===== config.mk =====
export PLATFORM = sky130hd
export DESIGN_NAME = serial_rx_wake
export DESIGN_NICKNAME = d
export VERILOG_FILES = /design/src/rtl/rxw_pkg.sv /design/src/rtl/rxw_sampler.sv /design/src/rtl/rxw_idle.sv /design/src/rtl/rxw_wake.sv /design/src/rtl/serial_rx_wake.sv
export SDC_FILE = /design/constraint.sdc
export NUM_CORES = 1
export LEC_CHECK = 0
export ABC_AREA = 0
export CORE_MARGIN = 3
export CORE_UTILIZATION = 40
export CTS_BUF_LIST = sky130_fd_sc_hd__clkbuf_4
export DETAILED_ROUTE_END_ITERATION = 8
export DONT_BUFFER_PORTS = 1
export GPL_ROUTABILITY_DRIVEN = 0
export SYNTH_ARGS = -nofsm -noshare
export SYNTH_HDL_FRONTEND = slang
export SYNTH_SLANG_ARGS = --single-unit

===== constraint.sdc =====
create_clock -name clk -period 3.9 [get_ports clk]
set_input_delay 0.39 -clock clk [delete_from_list [all_inputs] [get_ports clk]]
set_output_delay 0.39 -clock clk [all_outputs]
set_load 0.02 [all_outputs]

===== src/rtl/rxw_pkg.sv =====
package rxw_pkg;
  typedef enum logic [1:0] {
    ST_IDLE  = 2'd0,
    ST_START = 2'd1,
    ST_DATA  = 2'd2,
    ST_STOP  = 2'd3
  } rx_state_e;

  typedef struct packed {
    logic       ferr;
    logic [8:0] bits;
  } rx_char_t;
endpackage


===== src/rtl/rxw_sampler.sv =====
module rxw_sampler
  import rxw_pkg::*;
#(
  parameter int OSR = 16
) (
  input  logic     clk,
  input  logic     rst_n,
  input  logic     tick,
  input  logic     rxd_s,
  input  logic     len9,
  output logic     done,
  output rx_char_t chr
);
  localparam int CW = $clog2(OSR);
  localparam int MID = OSR / 2;
  localparam logic [CW-1:0] SMP_A   = CW'(MID - 1);
  localparam logic [CW-1:0] SMP_B   = CW'(MID);
  localparam logic [CW-1:0] VOTE_AT = CW'(MID + 1);
  localparam logic [CW-1:0] LAST    = CW'(OSR - 1);

  rx_state_e   st;
  logic [CW-1:0] cnt;
  logic [1:0]  smp;
  logic [3:0]  bidx;
  logic [8:0]  shr;
  logic        len9_q;
  logic        vote;
  logic [3:0]  last_bit;

  // majority of the two stored samples and the current one
  assign vote = (smp[1] & smp[0]) | (smp[1] & rxd_s) | (smp[0] & rxd_s);
  assign last_bit = len9_q ? 4'd8 : 4'd7;

  always_ff @(posedge clk or negedge rst_n) begin
    if (!rst_n) begin
      st     <= ST_IDLE;
      cnt    <= '0;
      smp    <= '0;
      bidx   <= '0;
      shr    <= '0;
      len9_q <= 1'b0;
      done   <= 1'b0;
      chr    <= '0;
    end else begin
      done <= 1'b0;
      if (tick) begin
        if (st == ST_IDLE) begin
          if (!rxd_s) begin
            st     <= ST_START;
            cnt    <= '0;
            bidx   <= '0;
            len9_q <= len9;
          end
        end else begin
          cnt <= (cnt == LAST) ? '0 : cnt + 1'b1;
          if (cnt == SMP_A || cnt == SMP_B) smp <= {smp[0], rxd_s};
          if (cnt == VOTE_AT) begin
            case (st)
              ST_START: if (vote) st <= ST_IDLE;
              ST_DATA:  shr <= {vote, shr[8:1]};
              ST_STOP: begin
                done     <= 1'b1;
                chr.ferr <= ~vote;
                chr.bits <= len9_q ? shr : {1'b0, shr[8:1]};
                st       <= ST_IDLE;
              end
              default: ;
            endcase
          end
          if (cnt == LAST) begin
            if (st == ST_START) begin
              st <= ST_DATA;
            end else if (st == ST_DATA) begin
              if (bidx == last_bit) st <= ST_STOP;
              bidx <= bidx + 4'd1;
            end
          end
        end
      end
    end
  end

  // completion is a single-cycle event
  a_r3_done_single: assert property (@(posedge clk) disable iff (!rst_n)
    done |=> !done);
  // a character can only complete out of the stop state
  a_r3_done_from_stop: assert property (@(posedge clk) disable iff (!rst_n)
    done |-> (st == ST_IDLE) && $past(st == ST_STOP));
endmodule


===== src/rtl/rxw_idle.sv =====
module rxw_idle #(
  parameter int OSR = 16
) (
  input  logic clk,
  input  logic rst_n,
  input  logic tick,
  input  logic rxd_s,
  input  logic len9,
  input  logic arm,
  output logic hit
);
  localparam int LIM8 = OSR * 10;
  localparam int LIM9 = OSR * 11;
  localparam int CW   = $clog2(LIM9 + 1);

  logic [CW-1:0] cnt;
  logic [CW-1:0] lim;

  assign lim = len9 ? CW'(LIM9) : CW'(LIM8);
  assign hit = arm && (cnt >= lim);

  always_ff @(posedge clk or negedge rst_n) begin
    if (!rst_n) begin
      cnt <= '0;
    end else if (!arm) begin
      cnt <= '0;
    end else if (tick) begin
      if (!rxd_s)          cnt <= '0;
      else if (cnt < lim)  cnt <= cnt + 1'b1;
    end
  end

  // the high-time count never runs past the longer threshold
  a_r9_idle_cap: assert property (@(posedge clk) disable iff (!rst_n)
    cnt <= CW'(LIM9));
  // a low line sample while armed restarts the count
  a_r9_low_restarts: assert property (@(posedge clk) disable iff (!rst_n)
    (arm && tick && !rxd_s) |=> (cnt == '0));
endmodule


===== src/rtl/rxw_wake.sv =====
module rxw_wake (
  input  logic       clk,
  input  logic       rst_n,
  input  logic       stby_set,
  input  logic       wake_addr,
  input  logic       len9,
  input  logic       done,
  input  logic [8:0] bits,
  input  logic       idle_hit,
  output logic       stby,
  output logic       addr_hit
);
  logic msb;

  assign msb      = len9 ? bits[8] : bits[7];
  assign addr_hit = stby & wake_addr & done & msb;

  always_ff @(posedge clk or negedge rst_n) begin
    if (!rst_n)                    stby <= 1'b0;
    else if (stby_set)             stby <= 1'b1;
    else if (addr_hit || idle_hit) stby <= 1'b0;
  end

  // a character without the address mark leaves standby set
  a_r10_no_mark_stays: assert property (@(posedge clk) disable iff (!rst_n)
    (stby && wake_addr && done && !(len9 ? bits[8] : bits[7]) && !idle_hit) |=> stby);
  // standby only ends through one of the two wake conditions
  a_r8_hold: assert property (@(posedge clk) disable iff (!rst_n)
    (stby && !done && !idle_hit) |=> stby);
endmodule


===== src/rtl/serial_rx_wake.sv =====
module serial_rx_wake
  import rxw_pkg::*;
#(
  parameter int OSR = 16
) (
  input  logic       clk,
  input  logic       rst_n,
  input  logic       tick16,
  input  logic       rxd,
  input  logic       len9,
  input  logic       wake_addr,
  input  logic       stby_set,
  input  logic       rx_ready,
  output logic       rx_valid,
  output logic [7:0] rx_data,
  output logic       rx_bit8,
  output logic       frame_err,
  output logic       overrun,
  output logic       standby,
  output logic       irq
);
  logic [1:0] sync_q;
  logic       rxd_s;
  logic       chr_done;
  rx_char_t   chr;
  logic       idle_hit;
  logic       addr_hit;
  logic       load;
  logic       take;

  always_ff @(posedge clk or negedge rst_n) begin
    if (!rst_n) sync_q <= 2'b11;
    else        sync_q <= {sync_q[0], rxd};
  end
  assign rxd_s = sync_q[1];

  rxw_sampler #(.OSR(OSR)) u_smp (
    .clk(clk), .rst_n(rst_n), .tick(tick16), .rxd_s(rxd_s), .len9(len9),
    .done(chr_done), .chr(chr)
  );

  rxw_idle #(.OSR(OSR)) u_idle (
    .clk(clk), .rst_n(rst_n), .tick(tick16), .rxd_s(rxd_s), .len9(len9),
    .arm(standby & ~wake_addr), .hit(idle_hit)
  );

  rxw_wake u_wake (
    .clk(clk), .rst_n(rst_n), .stby_set(stby_set), .wake_addr(wake_addr),
    .len9(len9), .done(chr_done), .bits(chr.bits), .idle_hit(idle_hit),
    .stby(standby), .addr_hit(addr_hit)
  );

  assign load = chr_done && (!standby || addr_hit);
  assign take = rx_valid && rx_ready;
  assign irq  = rx_valid && !standby;

  always_ff @(posedge clk or negedge rst_n) begin
    if (!rst_n) begin
      rx_valid  <= 1'b0;
      rx_data   <= '0;
      rx_bit8   <= 1'b0;
      frame_err <= 1'b0;
      overrun   <= 1'b0;
    end else begin
      if (load && (!rx_valid || rx_ready)) begin
        rx_valid  <= 1'b1;
        rx_data   <= chr.bits[7:0];
        rx_bit8   <= chr.bits[8];
        frame_err <= chr.ferr;
      end else if (take) begin
        rx_valid <= 1'b0;
      end
      if (load && rx_valid && !rx_ready) overrun <= 1'b1;
      else if (take)                     overrun <= 1'b0;
    end
  end

  // an accepted character into an empty register sets valid
  a_r4_load_sets_valid: assert property (@(posedge clk) disable iff (!rst_n)
    (chr_done && !standby && !rx_valid) |=> rx_valid);
  // overrun keeps the held character and flags the loss
  a_r7_overrun_keeps: assert property (@(posedge clk) disable iff (!rst_n)
    (chr_done && !standby && rx_valid && !rx_ready) |=> (overrun && $stable(rx_data) && $stable(rx_bit8)));
  // a handshake with no new character empties the register
  a_r5_read_clears: assert property (@(posedge clk) disable iff (!rst_n)
    (rx_valid && rx_ready && !chr_done) |=> !rx_valid);
  // back-pressure holds the presented character
  a_r5_hold: assert property (@(posedge clk) disable iff (!rst_n)
    (rx_valid && !rx_ready) |=> (rx_valid && $stable(rx_data) && $stable(frame_err)));
  // a non-waking character in standby does not disturb the register
  a_r8_standby_no_load: assert property (@(posedge clk) disable iff (!rst_n)
    (standby && chr_done && !addr_hit && !rx_valid) |=> !rx_valid);
endmodule


Yosys cells after proc, flatten, opt, wreduce, memory -nomap -nowiden
Cells that the tools add are included.

storage, ports and cells
  register bits = 56
  output and inout port bits = 14
  logic and storage cells = 107
  input port bits = 8

cells by class
  eq/ne operators = 12
  bitwise gates (word level) = 13
  mux-type cells = 33
  add/subtract/negate cells = 3
  order comparisons = 2
  reduce and logical (&&, ||, !) cells = 27

operators with widths
  operator             number
  $mux 4               8
  $mux 8               4
  $mux 2               8
  $eq 4x4->1 const B   3
  $mux 1               10
  $reduce_bool 2->1    5
  $mux 9               1
  $add 4x1->4 const B  2
  $add 8x1->8 const B  1
  $ge 8x8->1           1
  $lt 8x8->1           1
  $reduce_and 4->1     2
  $and 1x1->1          7
  $logic_and 1x1->1    7
  $reduce_and 3->1     2
  $mux 5               1
  $reduce_and 5->1     1
  $eq 2x2->1 const B   2
  $eq 4x3->1 const B   1
  $eq 4x4->1           1
  $logic_or 1x1->1     4
  $ne 2x2->1 const B   2
  $not 1->1            4
  $pmux 2 s2           1
  7 further kinds      11

Logic depth before layout (Yosys ltp)
Gate-level depths: netlist of run 1.

  depth in word-level cells = 11
  mapped depth = 7
  mapped depth without buffers = 6

By module
From an unflattened synthesis of run 1, not the netlist that was laid out.

unflattened totals
  cell total of the unflattened synthesis = 245
  area total of the unflattened synthesis = 2866.5 µm²

by module, submodules not included
  module          area each (µm²)  times used  cells an instance
  rxw_sampler     1706.6           1           144
  serial_rx_wake  548.0            1           33
  rxw_idle        544.3            1           61
  rxw_wake        67.6             1           7

Worst setup path before layout of run 1
Ideal clock, no wire load.

  path type = register -> register
  from = register u_smp.cnt[1]
  to = register u_smp.shr[0]
  path buffers = 1
  period minus slack after synthesis = 1546 ps
  cell stages (with the launch flop) = 7
  arrival time = 1421 ps
  slack = 2354 ps
  cells stage by stage = dfrtp_1 > inv_1 > ha_1 > and4b_4 > and3b_1 > buf_6 > mux2_4

on the way
  longest elaborated chain between the ends = 2

RTL lines
  element                            line               source
  from (decl)                        rxw_sampler.sv:22  logic [CW-1:0] cnt;
  from (signal assigned)             rxw_sampler.sv:55  cnt <= (cnt == LAST) ? '0 : cnt + 1'b1;
  $eq 4x4->1                         rxw_sampler.sv:57  if (cnt == VOTE_AT) begin
  $reduce_and 4->1 (no source line)  n/a
  to (signal assigned)               rxw_sampler.sv:60  ST_DATA: shr <= {vote, shr[8:1]};
  to (decl)                          rxw_sampler.sv:25  logic [8:0] shr;

Every way passes these cells.
A chain may end at the register's enable or synchronous reset.

Worst setup path in the final report of run 1
  from = register u_smp.cnt[1]
  to = register u_smp.shr[8]

The elaborated chain is that of the path after synthesis.

==> results_dict.tcl, run 1 <==
set metrics [dict create \
    status "complete, no violations" \
    mappedNetlistArea_um2 2760 \
    drcViolationCount 0 \
    fin_ws_ps 2050 \
    total_leakage_power_uw 0.00133 \
    clk_path_buf_depth 2 \
    cts_root_buffer "clkbuf_4" \
    synth_fp_nets 259 \
    cts_sinks 56 \
    design.die.area_um2 7940 \
    required_ps 4180 \
    critPathKind "flop to flop" \
    yosys_warnings 0 \
    path_clk_slew_ps 160 \
    relSlewSlack_pct 56.0 \
    ios 22 \
    layout-drive-gt1-share_pct 15.4 \
    fin_nets 260 \
    cts_tree "built" \
    grt_overflow 0 \
    vias 1782 \
    period_share_pct 47.4 \
    cp-start-kind "flop" \
    start_util_pct 42.3 \
    ys_ff_latch 56 \
    mostFrequentLayoutCells "dfrtp_1 (54), mux2_4 (19), nand3_1 (17), nor2_1 (17), nand2_1 (15)" \
    vias_per_cell 5.52 \
    synthDistinctLibCells 50 \
    wire_per_inst_um 14.5 \
    drv_cap 0 \
    whs_ps 72.0 \
    setup.worst_path.end_class "flop" \
    period_minus_slack_ps 1850 \
    rows 29 \
    routed_wl_um 4670 \
    synth_ff_type "dfrtp_1" \
    final.fill_count 625 \
    diodes 0 \
    fmax_mhz 541 \
    dp.final_hpwl_um 3230 \
    grt.total_usage_pct 13.1 \
    avgSynthCellArea_um2 11.3 \
    pre_cts_ws_ps 2070 \
    cts_inserted_buffers 5 \
    chipHeight_um 89.1 \
    die_w_um 89.1 \
    cp_max_fo 9 \
    drv_slew 0 \
    drtIter0Drc 102 \
    synth_edf_count 0 \
    postLayoutCoreUtil_pct 44.5 \
    async_reset_ff_share_pct 100 \
    grt_pass1_wl_um 8090 \
    antenna_found_initial 0 \
    postCtsHoldBufs 3 \
    ir_drop_mv 0.148 \
    final-hold-violation-count 0 \
    grt_pass1_vias 1616 \
    worstPathArrival_ps 2130 \
    final_common_cell "dfrtp_1" \
    hold_class "input pin to flop" \
    numPortBuffers 0 \
    worst_pin_slew_ps 660 \
    grt_setup_unrepaired "no" \
    syn2layout_area_growth_pct 5.35 \
    first_pass_iters 4 \
    synthCells 244 \
    grt_max_degree 57 \
    fin_tns_setup_ps 0 \
    skew_ps 17.8 \
    cts_setup_buffers 0 \
    powerDensity_nw_per_um2 345 \
    cts_resized 0 \
    ant_nets 0 \
    setup_viol 0 \
    h-tree-depth 2 \
    core_area_um2 6530 \
    yosysSeqAreaShare_pct 50.8 \
    clkLatencyLatePin_ps 380 \
]
[sequential cells by signal, indices dropped and copies added (netlist names), 2 cells and up]
signal      cells
sync_q          2
u_smp.cnt       4
u_smp.smp       2
u_smp.chr      10
u_smp.st        2
u_smp.shr       9
rx_data         8
u_smp.bidx      4
u_idle.cnt      8
[critical path: stages (launching register included)]
cell and delay, ps:
dfrtp_1 430, inv_1 80, ha_1 150, and4b_4 240, and3b_1 510, mux2_4 340
[routing by layer]
layer | track usage, % | routed length, µm | vias to the layer above
met5 | 0 | 0 | -
met4 | 4.47 | 67 | 0
met3 | 3.41 | 176 | 7
met2 | 17.7 | 1970 | 34
met1 | 20.0 | 2460 | 862
li1 | - | - | 879
[cells in the mapped netlist, drive strengths merged (2+ instances only)]
cell | instances | area (µm²)
dfrtp | 54 | 1350
mux2 | 21 | 308
nand3 | 17 | 85.1
nor2 | 17 | 63.8
nand2 | 15 | 56.3
inv | 13 | 48.8
mux2i | 12 | 120
o21ai | 10 | 53.8
a21oi | 9 | 45.0
buf | 7 | 51.3
ha | 7 | 87.6
o211ai | 7 | 52.6
and3 | 5 | 31.3
nor3 | 5 | 25.0
nand2b | 3 | 21.3
nor4 | 3 | 18.8
o31ai | 3 | 22.5
a21boi | 2 | 18.8
a21o | 2 | 15.0
and3b | 2 | 17.5
clkbuf | 2 | 7.51
dfstp | 2 | 52.6
nand3b | 2 | 15.0
nor2b | 2 | 12.5
nor3b | 2 | 15.0
o21a | 2 | 15.0
or3 | 2 | 12.5
xnor2 | 2 | 17.5
[where the power goes]
group          internal (µW)  total, µW  switching, µW
combinational           48.0       97.3           49.3
clock                   75.3        264            189
sequential               607        644           36.8
total                    730       1000            275
[cells by family after synthesis]
group	count (synthesis)	synth area share, %
mux	33	15.5
fa+ha+maj	8	3.53
buf+inv	22	3.90
simple gates	81	15.5
xor+xnor	2	0.634
flops	56	50.8
compound gates	42	10.1
[through the flow]
| step | power [µW] | instance area (µm²) | cells |
|---|---|---|---|
| global placement | 734 | 2800 | 312 |
| floorplan | 718 | 2760 | 244 |
| global route | 1070 | 2910 | 323 |
| finish | 1000 | 2910 | 323 |
| CTS | 1020 | 2910 | 323 |
| detailed placement | 736 | 2800 | 312 |
[path summary, 6_finish.rpt]
path	start	to	slack, ps	cells past startpoint
min in group asynchronous	rst_n	u_smp.shr[5]	540	2
max reg2reg	u_smp.cnt[1]	u_smp.shr[8]	2050	5
max in group asynchronous	rst_n	sync_q[1]	3080	2
max	u_smp.cnt[1]	u_smp.shr[8]	2050	5
min	rx_ready	overrun	70	1
min reg2reg	sync_q[0]	sync_q[1]	370	0
[layout make-up]
cell class | instances | area (µm²) | area share (%)
Sequential cell | 56 | 1400 | 48.3
Multi-Input combinational cell | 166 | 1250 | 43.0
Tap cell | 77 | 96.3 | 3.31
Inverter | 13 | 48.8 | 1.68
Timing Repair Buffer | 3 | 47.5 | 1.63
Clock buffer | 5 | 37.5 | 1.29
Clock inverter | 3 | 25.0 | 0.860
No activity file was read; power rests on OpenSTA's default activity.
==> inputs of run 2 (changes only) <==
Clock period 3.9 ns to 1.5 ns, I/O delays scaled along.
==> results_dict.tcl, run 2 (synthesized netlist as in run 1, its figures left out) <==
set metrics [dict create \
    status "finished with violations" \
    violations "hold timing, setup timing" \
    fin_nets 297 \
    switching_share_pct 28.5 \
    first_pass_iters 4 \
    grt_setup_unrepaired "yes" \
    clkLatencyLatePin_ps 380 \
    chipHeight_um 89.1 \
    grt.total_usage_pct 13.7 \
    top_regs "u_smp.chr (10), u_smp.shr (9)" \
    period_minus_slack_ps 1600 \
    seq_power_share_pct 57.1 \
    internal_power_uw 2040 \
    drv_slew 0 \
    vias 1887 \
    combPwrFrac_pct 18.0 \
    dp_cells 339 \
    postCtsHoldBufs 6 \
    powerDensity_nw_per_um2 838 \
    diodes 0 \
    cts_root_buffer "clkbuf_4" \
    postLayoutCoreUtil_pct 52.2 \
    antenna_found_initial 0 \
    wire_per_inst_um 14.7 \
    drcViolationCount 0 \
    cts_sinks 56 \
    setup.worst_path.end_class "flop" \
    required_ps 1790 \
    numPortBuffers 0 \
    clk_path_buf_depth 2 \
    setup_viol 15 \
    h-tree-depth 2 \
    vias_per_cell 5.24 \
    final.fill_count 578 \
    layout-drive-gt1-share_pct 34.3 \
    cp-start-kind "flop" \
    fin_ws_ps -96.8 \
    drv_cap 0 \
    power.share.clock_pct 24.9 \
    grt_max_degree 57 \
    final-hold-violation-count 6 \
    grt_pass1_wl_um 8600 \
    relSlewSlack_pct 79.6 \
    fin_cells 360 \
    largest_reg_flops 10 \
    regMostFlops "u_smp.chr" \
    worstPathArrival_ps 1890 \
    die_w_um 89.1 \
    whs_ps -107 \
    fmax_mhz 626 \
    core_area_um2 6530 \
    skew_ps 8.99 \
    ant_nets 0 \
    grt_pass1_vias 1856 \
    total_leakage_power_uw 0.00154 \
    period_share_pct 106 \
    final_common_cell "dfrtp_1" \
    cts_tree "built" \
    start_util_pct 42.3 \
    drtIter0Drc 69 \
    mostFrequentLayoutCells "dfrtp_1 (53), buf_4 (28), mux2_4 (21)" \
    critPathKind "flop to flop" \
    syn2layout_area_growth_pct 23.5 \
    fin_tns_setup_ps -862 \
    dp.final_hpwl_um 3520 \
    pre_cts_ws_ps -62.5 \
    hold_class "input pin to flop" \
    grt_overflow 0 \
    design.die.area_um2 7940 \
    routed_wl_um 5300 \
    cts_inserted_buffers 5 \
    rows 29 \
    worst_pin_slew_ps 303 \
    ir_drop_mv 0.416 \
    path_clk_slew_ps 170 \
    ios 22 \
    cp_max_fo 4 \
    p_switching_uw 814 \
]
==> run 2: cell types whose count changed in the layout (fill, tap and decap cells not counted), sizes merged <==
cell | before | now
clkinv | 0 | 1
dlygate4sd3 | 2 | 5
inv | 15 | 14
clkbuf | 5 | 6
buf | 1 | 34
==> run 2: repair_timing <==
item,4_1_cts,5_1_grt
hold endpoints to repair,67,7
buffers inserted,0,6
gates resized for setup,15,20
pin swaps,5,3
setup endpoints to repair,31,40
gates cloned,0,1
==> run 2: worst paths after layout <==
check,from,endpoint,slack [ps],cells after the start
hold reg to reg,sync_q[0],sync_q[1],370,0
min in group asynchronous,rst_n,u_idle.cnt[0],250,2
setup reg to reg,u_smp.cnt[1],u_smp.shr[5],-100,6
max in group asynchronous,rst_n,sync_q[0],970,2
hold / removal,tick16,u_idle.cnt[2],-110,2
setup / recovery,u_smp.cnt[1],u_smp.shr[5],-100,6
==> run 2: through the flow <==
| step | area [µm²] | hold slack [ps] | power (µW) |
|---|---|---|---|
| 4_1_cts | 3250 | -121 | 2840 |
| 2_1_floorplan | 2760 | -146 | 1870 |
| 3_5_place_dp | 3050 | -143 | 2020 |
| 5_1_grt | 3410 | -117 | 3030 |
| 3_3_place_gp | 3050 | -143 | 2010 |
| 6_report | 3410 | -107 | 2860 |
==> run 2: final cells by class <==
cell class	instances	area, µm²	area share [%]
sequential	56	1410	41.2
multi-input combinational	166	1390	40.7
timing repair buffer	40	404	11.9
tap	77	96.3	2.83
inverter	13	51.3	1.50
clock buffer	5	37.5	1.10
clock inverter	3	27.5	0.807
==> run 2: routing by layer <==
| metal | wire length (µm) | vias up | part of all wire (%) | global-route usage, % |
|---|---|---|---|---|
| li1 | - | 942 | - | - |
| met4 | 51 | 0 | 0.96 | 3.65 |
| met3 | 191 | 5 | 3.6 | 2.67 |
| met5 | 0 | - | 0 | 0 |
| met2 | 2410 | 30 | 45 | 21.8 |
| met1 | 2650 | 910 | 50 | 19.2 |
==> run 2: power by group through the flow <==
stage	Sequential [µW]	Clock, µW	Combinational (µW)
final	1630	713	514
after global routing	1640	813	571
after CTS	1620	736	480
after detailed placement	1650	0	371
after global placement	1650	0	359
after floorplan	1660	0	212
==> run 2: worst max-delay path, stage by stage (launching register included) <==
cell and delay, ps:
dfrtp_1 420, inv_2 70, ha_4 110, and4b_4 220, and3b_2 250, clkbuf_16 160
mux2_4 280
